--- src/rtl/nand_op_sequencer.sv ---
module nand_op_sequencer #(
  parameter int CNT_W     = 8,
  parameter int TMO_W     = 16,
  parameter int COL_BYTES = 2,
  parameter int ROW_BYTES = 3,
  localparam int COL_W    = 8 * COL_BYTES,
  localparam int ROW_W    = 8 * ROW_BYTES
) (
  input  logic             clk,
  input  logic             rst_n,
  input  logic             start,
  input  logic [31:0]      instr,
  input  logic [31:0]      cmd_bytes,
  input  logic [COL_W-1:0] col_addr,
  input  logic [ROW_W-1:0] row_addr,
  input  logic [7:0]       user_addr,
  input  logic [CNT_W-1:0] byte_cnt,
  input  logic             short_two,
  input  logic [15:0]      short_wdata,
  input  logic [TMO_W-1:0] wait_limit,
  input  logic             flash_rdy,
  input  logic [7:0]       flash_din,
  input  logic [7:0]       buf_rdata,
  output logic             busy,
  output logic             done,
  output logic             timeout,
  output logic             cmd_cycle,
  output logic             addr_cycle,
  output logic             data_wr,
  output logic             data_rd,
  output logic [7:0]       flash_dout,
  output logic [CNT_W-1:0] buf_addr,
  output logic             buf_we,
  output logic [7:0]       buf_wdata,
  output logic [15:0]      short_rdata
);

  logic [31:0]      prog;
  logic [2:0]       slot;
  logic [CNT_W-1:0] idx;
  logic             waited;
  logic [TMO_W-1:0] wcnt;

  logic [3:0]       op, eop;
  logic [CNT_W-1:0] len;
  logic [COL_W-1:0] col_sh;
  logic [ROW_W-1:0] row_sh;

  assign op  = prog[{~slot, 2'b00} +: 4];
  assign eop = (op[3] & op[2]) ? (op[1] ? {3'b101, op[0]} : {3'b010, op[0]}) : op;

  always_comb begin
    case (eop)
      4'h0:         len = '0;
      4'h1:         len = CNT_W'(COL_BYTES);
      4'h2:         len = CNT_W'(ROW_BYTES);
      4'h8, 4'hA:   len = byte_cnt;
      4'h9, 4'hB:   len = short_two ? CNT_W'(2) : CNT_W'(1);
      default:      len = CNT_W'(1);
    endcase
  end

  wire hold   = busy && op[3] && op[2] && !waited;
  wire run    = busy && !hold;
  wire act    = run && (eop != 4'h0) && (len != '0);
  wire adv    = run && ((eop == 4'h0) || (len == '0) || (idx == len - 1'b1));
  wire finish = run && ((eop == 4'h0) || (adv && slot == 3'd7));
  wire abort  = hold && !flash_rdy && (wcnt == wait_limit);

  assign cmd_cycle  = act && (eop[3:2] == 2'b01);
  assign addr_cycle = act && (eop[3:2] == 2'b00);
  assign data_wr    = act && (eop[3:1] == 3'b100);
  assign data_rd    = act && (eop[3:1] == 3'b101);
  assign buf_addr   = idx;
  assign buf_we     = data_rd && !eop[0];
  assign buf_wdata  = flash_din;
  assign col_sh     = col_addr >> {idx, 3'b000};
  assign row_sh     = row_addr >> {idx, 3'b000};

  always_comb begin
    flash_dout = 8'h00;
    if (cmd_cycle)
      flash_dout = cmd_bytes[{~eop[1:0], 3'b000} +: 8];
    else if (addr_cycle)
      case (eop[1:0])
        2'd1:    flash_dout = col_sh[7:0];
        2'd2:    flash_dout = row_sh[7:0];
        default: flash_dout = user_addr;
      endcase
    else if (data_wr)
      flash_dout = eop[0] ? (idx[0] ? short_wdata[15:8] : short_wdata[7:0]) : buf_rdata;
  end

  always_ff @(posedge clk or negedge rst_n) begin
    if (!rst_n) begin
      busy <= 1'b0; done <= 1'b0; timeout <= 1'b0;
      prog <= '0; slot <= '0; idx <= '0; waited <= 1'b0; wcnt <= '0;
      short_rdata <= '0;
    end else begin
      done <= 1'b0;
      if (!busy) begin
        if (start) begin
          busy <= 1'b1; prog <= instr; slot <= '0; idx <= '0;
          waited <= 1'b0; wcnt <= '0; timeout <= 1'b0;
        end
      end else if (hold) begin
        if (flash_rdy) waited <= 1'b1;
        else if (abort) begin
          busy <= 1'b0; timeout <= 1'b1;
        end else wcnt <= wcnt + 1'b1;
      end else begin
        if (data_rd && eop[0]) begin
          if (idx == '0) short_rdata <= {8'h00, flash_din};
          else short_rdata[15:8] <= flash_din;
        end
        if (finish) begin
          busy <= 1'b0; done <= 1'b1;
        end else if (adv) begin
          slot <= slot + 1'b1; idx <= '0; waited <= 1'b0; wcnt <= '0;
        end else idx <= idx + 1'b1;
      end
    end
  end

  assert_one_strobe_R11: assert property (@(posedge clk) disable iff (!rst_n)
    $onehot0({cmd_cycle, addr_cycle, data_wr, data_rd}));
  assert_idle_quiet_R11: assert property (@(posedge clk) disable iff (!rst_n)
    !busy |-> !(cmd_cycle || addr_cycle || data_wr || data_rd || buf_we));
  assert_done_ends_R2: assert property (@(posedge clk) disable iff (!rst_n)
    done |-> (!busy && $past(busy)));
  assert_timeout_abort_R9: assert property (@(posedge clk) disable iff (!rst_n)
    $rose(timeout) |-> (!busy && !done));
  assert_start_only_R10: assert property (@(posedge clk) disable iff (!rst_n)
    $rose(busy) |-> $past(start));
  assert_buf_write_R5: assert property (@(posedge clk) disable iff (!rst_n)
    buf_we |-> data_rd);

endmodule

--- config.mk ---
export PLATFORM = sky130hd
export DESIGN_NAME = nand_op_sequencer
export DESIGN_NICKNAME = d
export VERILOG_FILES = /design/src/rtl/nand_op_sequencer.sv
export SDC_FILE = /design/constraint.sdc
export NUM_CORES = 1
export LEC_CHECK = 0
export BUFFER_PORTS_ARGS = -buffer_cell sky130_fd_sc_hd__buf_2
export CAP_MARGIN = 25
export CORE_ASPECT_RATIO = 1.1
export CORE_MARGIN = 4
export CORE_UTILIZATION = 50
export DETAILED_ROUTE_END_ITERATION = 10
export HOLD_SLACK_MARGIN = 0.1
export PLACE_DENSITY = 0.86
export SKIP_LAST_GASP = 1
export SLEW_MARGIN = 20
export SYNTH_ARGS = -nofsm -noshare
export SYNTH_HDL_FRONTEND = slang
export SYNTH_SLANG_ARGS = --single-unit
--- constraint.sdc ---
create_clock -name clk -period 6.71 [get_ports clk]
set_clock_uncertainty 0.2 [all_clocks]
set_input_delay 1.6775 -clock clk [delete_from_list [all_inputs] [get_ports clk]]
set_output_delay 1.6775 -clock clk [all_outputs]
set_load 0.01 [all_outputs]
# Word-level counts from Yosys, hierarchy flattened
# Index checks and enable logic that the tools add are counted.
# word_totals
rom_bits	0
latch_bits	0
ff_bits	79
elab_cells	136
in_bits	173
out_inout_bits	48
mem_count	0
ram_bits	0
# op_classes
n_lt_le_gt_ge	0
n_addsub	4
shift	4
multipliers	0
n_bitwise	5
mux	47
n_reduce_logical	41
n_div	0
eq_ne	25
# ops
cell	count
$mux W16	7
$mux W8	11
$pmux W8 S5	1
$shiftx A32 B6 Y4	1
$shiftx A32 B6 Y8	1
$shr A24 B11 Y8	1
$mux W1	19
$logic_and A1 B1 Y1	17
$add A16 B1 Y16 const B	1
$eq A16 B16 Y1	1
$eq A4 B4 Y1 const B	4
$logic_not A8 Y1	2
$pmux W8 S2	1
$reduce_and A4 Y1	4
$shr A16 B11 Y8	1
$mux W3	5
$ne A3 B3 Y1 const B	4
$eq A3 B3 Y1 const B	3
$add A8 B1 Y8 const B	1
$eq A8 B8 Y1	1
$mux W4	2
$reduce_bool A8 Y1	1
$sub A8 B1 Y8 const B	1
$ne A2 B1 Y1 const B	3
other kinds (22)	33

# Longest topological paths before layout
# Gate-level depths: netlist (run 1).
# logic_depth
ltp_word	17
mapped_depth	24

# Worst setup path after synthesis (run 1)
# No wires, ideal clock.
# synth_path
path_kind	register to output
startpoint	register slot[1]
endpoint	output flash_dout[0]
path_buffers	5
t_arrival_ns	4.663
path_stages_with_launch	21
slack_ns	0.170
required_ns	4.832
path_cell_list	dfrtp_1 buf_6 mux2_2 o22ai_1 a211oi_1 buf_1 clkbuf_1 ha_1 nor2_1 or3_4 nor2_2 a211oi_1 ha_1 clkbuf_1 o31ai_1 nand2_1 or2_1 buf_4 nor2_1 a21oi_1 a21oi_1
# synth_rtl
item	line	source
start, declared	39	logic [2:0] slot;
start signal, assigned	97	prog <= '0; slot <= '0; idx <= '0; waited <= 1'b0; wcnt <= '0;
start signal, assigned	103	busy <= 1'b1; prog <= instr; slot <= '0; idx <= '0;
start signal, assigned	119	slot <= slot + 1'b1; idx <= '0; waited <= 1'b0; wcnt <= '0;
$not A3 Y3 *	49	assign op = prog[{~slot, 2'b00} +: 4];
$shiftx A32 B6 Y4 *	49	
$mux W4, or another cell as far along	50	assign eop = (op[3] & op[2]) ? (op[1] ? {3'b101, op[0]} : {3'b010, op[0]}) : op;
$mux W4 or $logic_and A1 B1 Y1 (tied branches)	50, 63	
$eq A4 B4 Y1 or $logic_and A1 B1 Y1 (tied branches)	53, 63	
$reduce_or A2 Y1 or $logic_not A1 Y1 (tied branches)	53, 64	
$pmux W8 S5 or $logic_and A1 B1 Y1 (tied branches)	53, 64	
$reduce_bool A8 Y1 or $logic_and A1 B1 Y1 (tied branches)	65	wire act = run && (eop != 4'h0) && (len != '0);
$logic_and A1 B1 Y1	65	
$logic_and A1 B1 Y1 *	71	assign addr_cycle = act && (eop[3:2] == 2'b00);
named net addr_cycle	28	output logic addr_cycle,
$mux W8 *	84	else if (addr_cycle)
$mux W8 *	82	if (cmd_cycle)
end, declared	31	output logic [7:0] flash_dout,
# Mark *: on every way through the listed nets, which the timed path passes. The rest lies on a longest branch.

# Final worst setup path (run 1)
# layout_path
startpoint	register slot[0]
endpoint	output flash_dout[0]
# layout_between
elab_chain_cells	13
# layout_lines
item	line	source
$not A3 Y3 *	49	
$shiftx A32 B6 Y4 *	49	
$mux W4, or another cell as far along	50	
$mux W4 or $logic_and A1 B1 Y1 (tied branches)	50, 63	
$eq A4 B4 Y1 or $logic_and A1 B1 Y1 (tied branches)	53, 63	
$reduce_or A2 Y1 or $logic_not A1 Y1 (tied branches)	53, 64	
$pmux W8 S5 or $logic_and A1 B1 Y1 (tied branches)	53, 64	
$reduce_bool A8 Y1 or $logic_and A1 B1 Y1 (tied branches)	65	
$logic_and A1 B1 Y1	65	
$logic_and A1 B1 Y1	72	assign data_wr = act && (eop[3:1] == 3'b100);
$mux W8	90	else if (data_wr)
$mux W8	84	
$mux W8 *	82	
# Every way passes the cells marked *; elsewhere a longest branch is shown, timed or not.

==> results of run 1 <==
-- stage by stage --
step                      setup WS (ns)  hold WS, ns
final                             0.360        0.281
after global routing             0.0437        0.303
after CTS                        0.0705        0.288
after detailed placement          0.440        0.273
after global placement            0.573        0.259
after floorplan                   0.170        0.266
-- final cells by class --
type / instances / area (sq um) / area share
inverter: 28 / 105 / 0.0145
sequential: 79 / 1980 / 0.273
multi-input combinational: 498 / 3510 / 0.484
clock inverter: 5 / 56.3 / 0.00776
timing repair buffer: 229 / 1170 / 0.162
tap: 150 / 188 / 0.0259
clock buffer: 10 / 239 / 0.0329
-- worst reg2reg max path, stage by stage, from the launching register on --
cell,delay (ns)
dfrtp_2,0.54
mux4_2,0.56
nand2_1,0.09
nand2_1,0.07
buf_4,0.23
ha_1,0.27
nor2_1,0.12
nor4_1,0.09
a2111o_1,0.36
a211oi_1,0.23
ha_1,0.22
buf_4,0.17
nand2_1,0.08
o311a_1,0.30
a221o_1,0.26
a211oi_1,0.25
mux2_2,0.22
nand4_1,0.16
nor4b_4,0.42
o2111ai_1,0.20
o21ai_1,0.39
buf_4,0.33
mux2i_1,0.21
-- registers in the layout, indices dropped and copies added (netlist names) --
| name | count |
|---|---|
| busy | 1 |
| waited | 1 |
| done | 1 |
| wcnt | 16 |
| timeout | 1 |
| short_rdata | 16 |
| slot | 3 |
| prog | 32 |
| buf_addr | 8 |
-- report_power, final --
part	internal (mW)	switching, mW
combinational	1.41	2.19
clock	0.296	0.189
sequential	0.649	0.153
-- routing by layer --
metal  part of all wire  wire (um)  GRT usage  vias to the layer above
met5                  0          0          0                        -
met4              0.014        237     0.0670                        0
met3              0.063       1080     0.0544                       21
met2               0.50       8450      0.404                      187
met1               0.43       7260      0.334                     2704
li1                   -          -          -                     2774
-- kinds of logic after synthesis --
kind of cell	Yosys count	share of synthesized area
buf+inv	73	0.0601
fa+ha+maj	10	0.0215
simple gates	201	0.184
flops	79	0.339
compound gates	172	0.179
mux	94	0.184
xor+xnor	21	0.0316
-- worst max-delay path by stage --
stage / start / end / slack, ns / cells after the start
6_report: slot[0] / flash_dout[0] / 0.36 / 18
5_1_grt: slot[0] / flash_dout[0] / 0.04 / 18
4_1_cts: slot[1] / flash_dout[6] / 0.07 / 17
3_5_place_dp: slot[1] / flash_dout[6] / 0.44 / 17
3_3_place_gp: short_two / flash_dout[7] / 0.57 / 12
2_1_floorplan: slot[1] / flash_dout[0] / 0.17 / 20
-- cells in the final DEF, fill, tap and decap left out, types with 20 or more instances in the layout --
| cell | netlist | final |
|---|---|---|
| inv_1 | 26 | 26 |
| a21oi_1 | 58 | 58 |
| buf_2 | 4 | 219 |
| o21ai_0 | 58 | 58 |
| or3_1 | 20 | 20 |
| dfrtp_1 | 79 | 77 |
| nor2_1 | 27 | 26 |
| mux2i_1 | 44 | 44 |
| mux2_2 | 38 | 38 |
| nand2_1 | 64 | 64 |
-- what timing repair did --
action | 4_1_cts | 5_1_grt
gates resized for setup | 0 | 2
endpoints found under the setup margin | 0 | 8
endpoints found under the hold margin | 0 | 0
==> flow_summary.toml, run 1 <==
[run_status]
status = "completed"

[power]
power_density_nw_per_um2 = 673
cellLeakagePower_nw = 3.53
design_power_total_mw = 4.88
ir_drop_v = 0.000445

[worst_hold_path]
holdPathEnd = "short_rdata[8]"
hold_depth = 2
hold_path_class = "reg2reg"
min_from = "short_rdata[8]"

[critical_path]
r2r_start = "slot[0]"
path_common_cell = "nand2_1"
cp-end-kind = "output port"
cp_num_buf_inv = 3
cp_cell_sequence = "mux4_2 -> nand2_1 -> nand2_1 -> buf_4 -> ha_1 -> nor2_1 -> nor4_1 -> a2111o_1 -> a211oi_1 -> ha_1 -> o31ai_1 -> nand2_1 -> or2_1 -> o21bai_1 -> buf_4 -> a21oi_1 -> a21oi_1 -> buf_2"
critical_path_class = "reg2out"
crit_fanout = 28
slowest_stage = "mux4_2"
ff2ff_setup_slack_ns = 0.68
crit_required_ns = 4.83
timing.rr.end = "slot[2]"
slowest_delay_ns = 0.56
critPathLaunchType = "register"
critPathTopFamily = "compound AO/OA/AOI/OAI gates"
reg2regPathDepth = 22
cp.arrival_ns = 4.47

[clocking]
cts_setup_buffers = 0
root_buffer = "clkbuf_16"
h-tree-depth = 3
cts_hold_buf = 0
clockBufferDepth = 2
clock_sinks = 79
tritoncts = "done"
cts_buffers = 9
insertion_delay_ns = 0.33
clk_pin_slew_ns = 0.06

[timing]
rsz0062_at_grt = "false"
drv_slew = 0
finalHoldViolations = 0
final.min_clock_period_ns = 6.35
tns_ns = 0
max_freq_mhz = 157
max-slew-margin-rel = 0.363
worst_pin_slew_ns = 0.948
setup_viol = 0
finalCritPeriodShare = 0.946

[synthesis]
yosys-top-cells-area = "dfrtp_1 (34%), mux2i_1 (7.6%), mux2_2 (7.3%), a21oi_1 (5.0%), o21ai_0 (5.0%)"
ys_ff_latch = 79
synth_edf_count = 0
syn_area_sq_um = 5830
ys_warn_count = 0
yosys.cell_types.count = 66
synth_common_cells = "dfrtp_1 (79), nand2_1 (64), a21oi_1 (58), o21ai_0 (58), mux2i_1 (44)"
synthArstFlopShare = 1.00
synth_top_area_share = 0.339
synth_nets = 833
synth.avg_cell_area_sq_um = 8.96
ys_seq_area_frac = 0.339
yosysMostFrequentCell = "dfrtp_1"
synthCells = 650
synth_top_area_cell = "dfrtp_1"
synth-main-ff-cell = "dfrtp_1"

[detailed_routing]
initialDrtViolationCount = 382
drc = 0
detail_route.wirelength_mm = 17.0
wl_per_cell_um = 17.0
final_antenna_net_count = 0
vias_per_cell = 5.69
first_pass_iters = 5
routed-via-count = 5686

[grt]
grt_pass1_wl_mm = 27.1
grt_max_degree = 80
grt_pass1_vias = 5420
antenna_found_initial = 0
overflow = 0
grt_usage = 0.247

[placement]
dpl_cell_area_sq_um = 6950
place_congestion = 0.903
portBuffers = 220
dp_hpwl_mm = 13.3
dp_cells = 983

[die]
pin_count = 221
core-area_sq_um = 11400
die-area_sq_um = 13400
rows = 41
die_h_um = 121
start_util = 0.509
fp.dieW_um = 111

[cells_and_area]
diodes = 0
drive_above_1_share = 0.370
fin_cells = 999
fin_nets = 1028
fill_cells = 979
utilization = 0.634
syn_to_final_growth_pct = 24.5
stdcell_area_sq_um = 7260

[flow_run]
cap_viol_max_count = 0
(Power assumes the default switching activity.)
==> run 2: changes to the inputs <==
CORE_UTILIZATION = 45   (was 50)
PLACE_DENSITY = 0.82   (was 0.86)
clock period = 5.76 ns   (was 6.71 ns; I/O delays follow)
==> run 2 against run 1 <==
Sequential cell count is the same. Via count grew 3.5%. Final cell count grew 3.4%. Die area grew 10%. Worst setup slack lost 0.20 ns. Sequential share of layout area shrank 1.3 points. Global-route usage shrank 1.1 points. Design area grew 5.2%. Clock-buffer cell count grew 1. Utilization shrank 3.1 points. Worst hold slack lost 0.0025 ns.
==> flow_summary.toml, run 2 (same netlist as run 1, synthesis figures left out) <==
[clocking]
cts_buffers = 9
h-tree-depth = 3
tritoncts = "done"
clk_pin_slew_ns = 0.06
root_buffer = "clkbuf_16"
clock_sinks = 79
insertion_delay_ns = 0.33
clockBufferDepth = 2

[cells_and_area]
syn_to_final_growth_pct = 31.0
regMostFlops = "prog"
reg_top3 = "prog (32), short_rdata (16), wcnt (16)"
layout_common_cells = "buf_2 (220), dfrtp_1 (77), nand2_1 (61), o21ai_0 (58), a21oi_1 (58)"
largest_reg_flops = 32
final_common_cell = "buf_2"
fin_cells = 1033
fin_nets = 1053
drive_above_1_share = 0.410
utilization = 0.604

[critical_path]
cp_cell_sequence = "mux2_2 -> o22ai_2 -> a211oi_4 -> buf_6 -> ha_4 -> nor2_1 -> or3_4 -> nor2_4 -> a211oi_2 -> ha_2 -> o31ai_1 -> nand2_1 -> or2_4 -> nor2_4 -> a21oi_1 -> a21oi_1 -> buf_2"
crit_fanout = 7
crit_required_ns = 4.12
slowest_stage = "dfrtp_2"
slowest_delay_ns = 0.46
critical_path_class = "reg2out"
cp-end-kind = "output port"
cp.arrival_ns = 3.95
critPathLaunchType = "register"

[die]
die-area_sq_um = 14800
die_h_um = 127
core-area_sq_um = 12600
fp.dieW_um = 116
start_util = 0.461
rows = 43
pin_count = 221

[grt]
overflow = 0
grt_usage = 0.236
grt_max_degree = 80
antenna_found_initial = 1
grt_pass1_vias = 5520
grt_pass1_wl_mm = 27.8

[placement]
place_congestion = 0.954
dp_cells = 997
portBuffers = 220
dp_hpwl_mm = 13.9

[run_status]
status = "completed"

[detailed_routing]
final_antenna_net_count = 0
routed-via-count = 5885
wl_met1_mm = 7.86
initialDrtViolationCount = 451
wl_met2_mm = 9.04
wl_per_cell_um = 17.8
wl_met3_mm = 1.08
vias_per_cell = 5.70
drc = 0
first_pass_iters = 5
top_layer = "met4"
detail_route.wirelength_mm = 18.4

[timing]
finalCritPeriodShare = 0.971
max_freq_mhz = 179
setup_viol = 0
whs_ns = 0.279
drv_slew = 0
max-slew-margin-rel = 0.522
worst_pin_slew_ns = 0.717
final.min_clock_period_ns = 5.59
finalHoldViolations = 0

[flow_run]
cap_viol_max_count = 0

[worst_hold_path]
hold_path_class = "reg2reg"
[run 2: critical path, delay by kind of cell, from the launching register on]
| family | cells | cell delay (ns) |
|---|---|---|
| compound gates | 6 | 0.84 |
| fa+ha+maj | 2 | 0.34 |
| flops | 1 | 0.46 |
| buf+inv | 2 | 0.32 |
| simple gates | 6 | 1.37 |
| mux | 1 | 0.27 |
[run 2: metrics by stage]
step | setup TNS, ns | setup WS [ns] | cell area, sq um
after detailed placement | -0.615 | -0.0990 | 7020
final | 0 | 0.165 | 7630
after floorplan | 0 | 0.0132 | 5830
after CTS | 0 | 0.0154 | 7410
after global placement | 0 | 0.0601 | 7020
after global routing | -0.0141 | -0.0100 | 7630
[run 2: final cells by class]
class,instances,area [sq um]
tap,157,196
fill,1123,5010
inverter,28,108
antenna,1,2.50
multi-input combinational,499,3650
clock inverter,5,63.8
sequential,79,1980
clock buffer,11,253
timing repair buffer,253,1380
[run 2: final timing paths]
check | startpoint | endpoint | slack, ns | cells past startpoint
min in group asynchronous | rst_n | wcnt[13] | 0.94 | 1
worst max-delay path | slot[1] | flash_dout[5] | 0.17 | 17
max in group asynchronous | rst_n | slot[1] | 3.91 | 1
worst max register to register | slot[1] | slot[1] | 0.32 | 24
worst min-delay path | short_rdata[11] | short_rdata[11] | 0.28 | 2
worst min register to register | short_rdata[11] | short_rdata[11] | 0.28 | 2
[run 2: routing by layer]
metal / vias up / track usage
met5: - / 0
met4: 0 / 0.0628
met3: 42 / 0.0407
met2: 240 / 0.381
met1: 2790 / 0.328
li1: 2813 / -
[run 2: what timing repair did]
item,in CTS,in global routing
hold buffers,0,0
resized for setup,17,19
pin swaps,2,15
setup buffers,1,16
setup endpoints to repair,11,16
cloned,1,0
Power of run 2 is not shown: default switching activity piles up to over one toggle a cycle in this logic, so the estimate is an artifact.
==> run 3: changes to the inputs <==
RECOVER_POWER = 50   (was default)
==> run 3 against run 2 <==
The run now ends with capacitance limit, slew limit left. Utilization down 0.11 points. Via count rose by 0.29%. Highest routed layer unchanged. Clock-buffer cell count stayed put. Final cell count about the same. Largest cell class unchanged. Register-to-register slack about the same. Design area shrank 0.18%. Critical path depth stayed put. Worst hold slack barely moved.
==> flow_summary.toml, run 3 (same netlist as run 1, synthesis figures left out) <==
[run_status]
status = "finished, violations left"
violations = "capacitance limit, slew limit"

[clocking]
clk_pin_slew_ns = 0.06
insertion_delay_ns = 0.33
cts_hold_buf = 0
clock_sinks = 79
cts_buffers = 9
clockBufferDepth = 2
h-tree-depth = 3
tritoncts = "done"
root_buffer = "clkbuf_16"

[placement]
portBuffers = 220
dp_hpwl_mm = 13.9
place_congestion = 0.954
dpl_cell_area_sq_um = 7020
pre_cts_ws_ns = -0.0990

[timing]
setup_viol = 0
final.min_clock_period_ns = 5.59
finalWorstSetupSlack_ns = 0.167
worst_pin_slew_ns = 3.48
finalHoldViolations = 0
max_freq_mhz = 179
max-slew-margin-rel = -1.32
drv_slew = 114
finalCritPeriodShare = 0.971

[detailed_routing]
initialDrtViolationCount = 476
detail_route.wirelength_mm = 18.4
drc = 0
vias_per_cell = 5.72
routed-via-count = 5902
wl_per_cell_um = 17.8
final_antenna_net_count = 0
first_pass_iters = 5

[critical_path]
reg2regPathDepth = 23
crit_path_end = "flash_dout[5]"
ff2ff_setup_slack_ns = 0.32
critPathTopFamily = "simple AND/OR/NAND/NOR gates"
slowest_stage = "dfrtp_2"
cp-end-kind = "output port"
crit_required_ns = 4.12
r2r_start = "slot[1]"
path_depth = 17
crit_fanout = 7
slowest_delay_ns = 0.46
cp_cell_sequence = "mux2_2 -> o22ai_2 -> a211oi_4 -> buf_6 -> ha_4 -> nor2_1 -> or3_4 -> nor2_4 -> a211oi_2 -> ha_2 -> o31ai_1 -> nand2_1 -> or2_4 -> nor2_4 -> a21oi_1 -> a21oi_1 -> buf_2"
critical_path_class = "reg2out"
crit_start = "slot[1]"
critPathLaunchType = "register"
cp.arrival_ns = 3.95
timing.rr.end = "wcnt[15]"
cp_num_buf_inv = 2

[cells_and_area]
stdcell_area_sq_um = 7620
diodes = 0
regMostFlops = "prog"
largest_reg_flops = 32
fill_cells = 1126
layout_common_cells = "buf_2 (218), dfrtp_1 (77), nand2_1 (61), o21ai_0 (58), a21oi_1 (58)"
reg_top3 = "prog (32), short_rdata (16), wcnt (16)"
fin_nets = 1053
final_common_cell = "buf_2"
drive_above_1_share = 0.405
syn_to_final_growth_pct = 30.8

[die]
rows = 43
die_h_um = 127
pin_count = 221
die-area_sq_um = 14800
fp.dieW_um = 116
start_util = 0.461
core-area_sq_um = 12600

[flow_run]
cap_viol_max_count = 2

[grt]
grt_max_degree = 80
grt_pass1_vias = 5520
antenna_found_initial = 0
grt_pass1_wl_mm = 27.8
overflow = 0
grt_usage = 0.236

[worst_hold_path]
hold_path_class = "reg2reg"
## run 3: cell count changes in the layout (fill, tap and decap cells not counted), sizes merged
cell / delta
dlygate4sd2: +1
diode: -1
buf: -4
clkbuf: +3
## run 3: worst min-delay path: stages, from the launching register on
cell	delay, ns
dfrtp_1	0.34
nand2_1	0.05
o21ai_0	0.06
## run 3: routing by layer
layer,global-route usage,routed length (um),vias to the layer above
met3,0.0407,1180,34
met2,0.381,9160,255
met5,0,0,-
met4,0.0628,378,0
met1,0.328,7640,2808
li1,-,-,2805
## run 3: worst min path at each step
| stage | start | endpoint | slack [ns] | cells past startpoint |
|---|---|---|---|---|
| 3_3_place_gp | short_rdata[13] | short_rdata[13] | 0.26 | 2 |
| 3_5_place_dp | short_rdata[12] | short_rdata[12] | 0.27 | 2 |
| 2_1_floorplan | waited | waited | 0.27 | 1 |
| 6_report | short_rdata[11] | short_rdata[11] | 0.28 | 2 |
| 5_1_grt | short_rdata[15] | short_rdata[15] | 0.30 | 2 |
| 4_1_cts | short_rdata[12] | short_rdata[12] | 0.29 | 2 |
## run 3: stage by stage
step	hold WS [ns]	std cells	util	setup TNS [ns]
6_report	0.278	1032	0.602	0
3_3_place_gp	0.257	997	0.555	0
3_5_place_dp	0.270	997	0.555	-0.615
2_1_floorplan	0.266	650	-	0
4_1_cts	0.285	1015	0.586	0
5_1_grt	0.304	1032	0.602	-0.0141
## run 3: cell type report
cell class,count,area (sq um),area share
clock buffers,11,253,0.0332
clock inverters,5,63.8,0.00838
inverters,28,108,0.0141
multi-input cells,499,3650,0.479
flip-flops and latches,79,1980,0.260
well taps,157,196,0.0258
repair buffers,253,1370,0.180
## run 3: what timing repair did
action,CTS,global route
pin swaps,2,15
setup buffers,1,16
gates resized for setup,17,19
cloned,1,0
setup endpoints to repair,11,16
Power of run 3 is left out for the same reason.
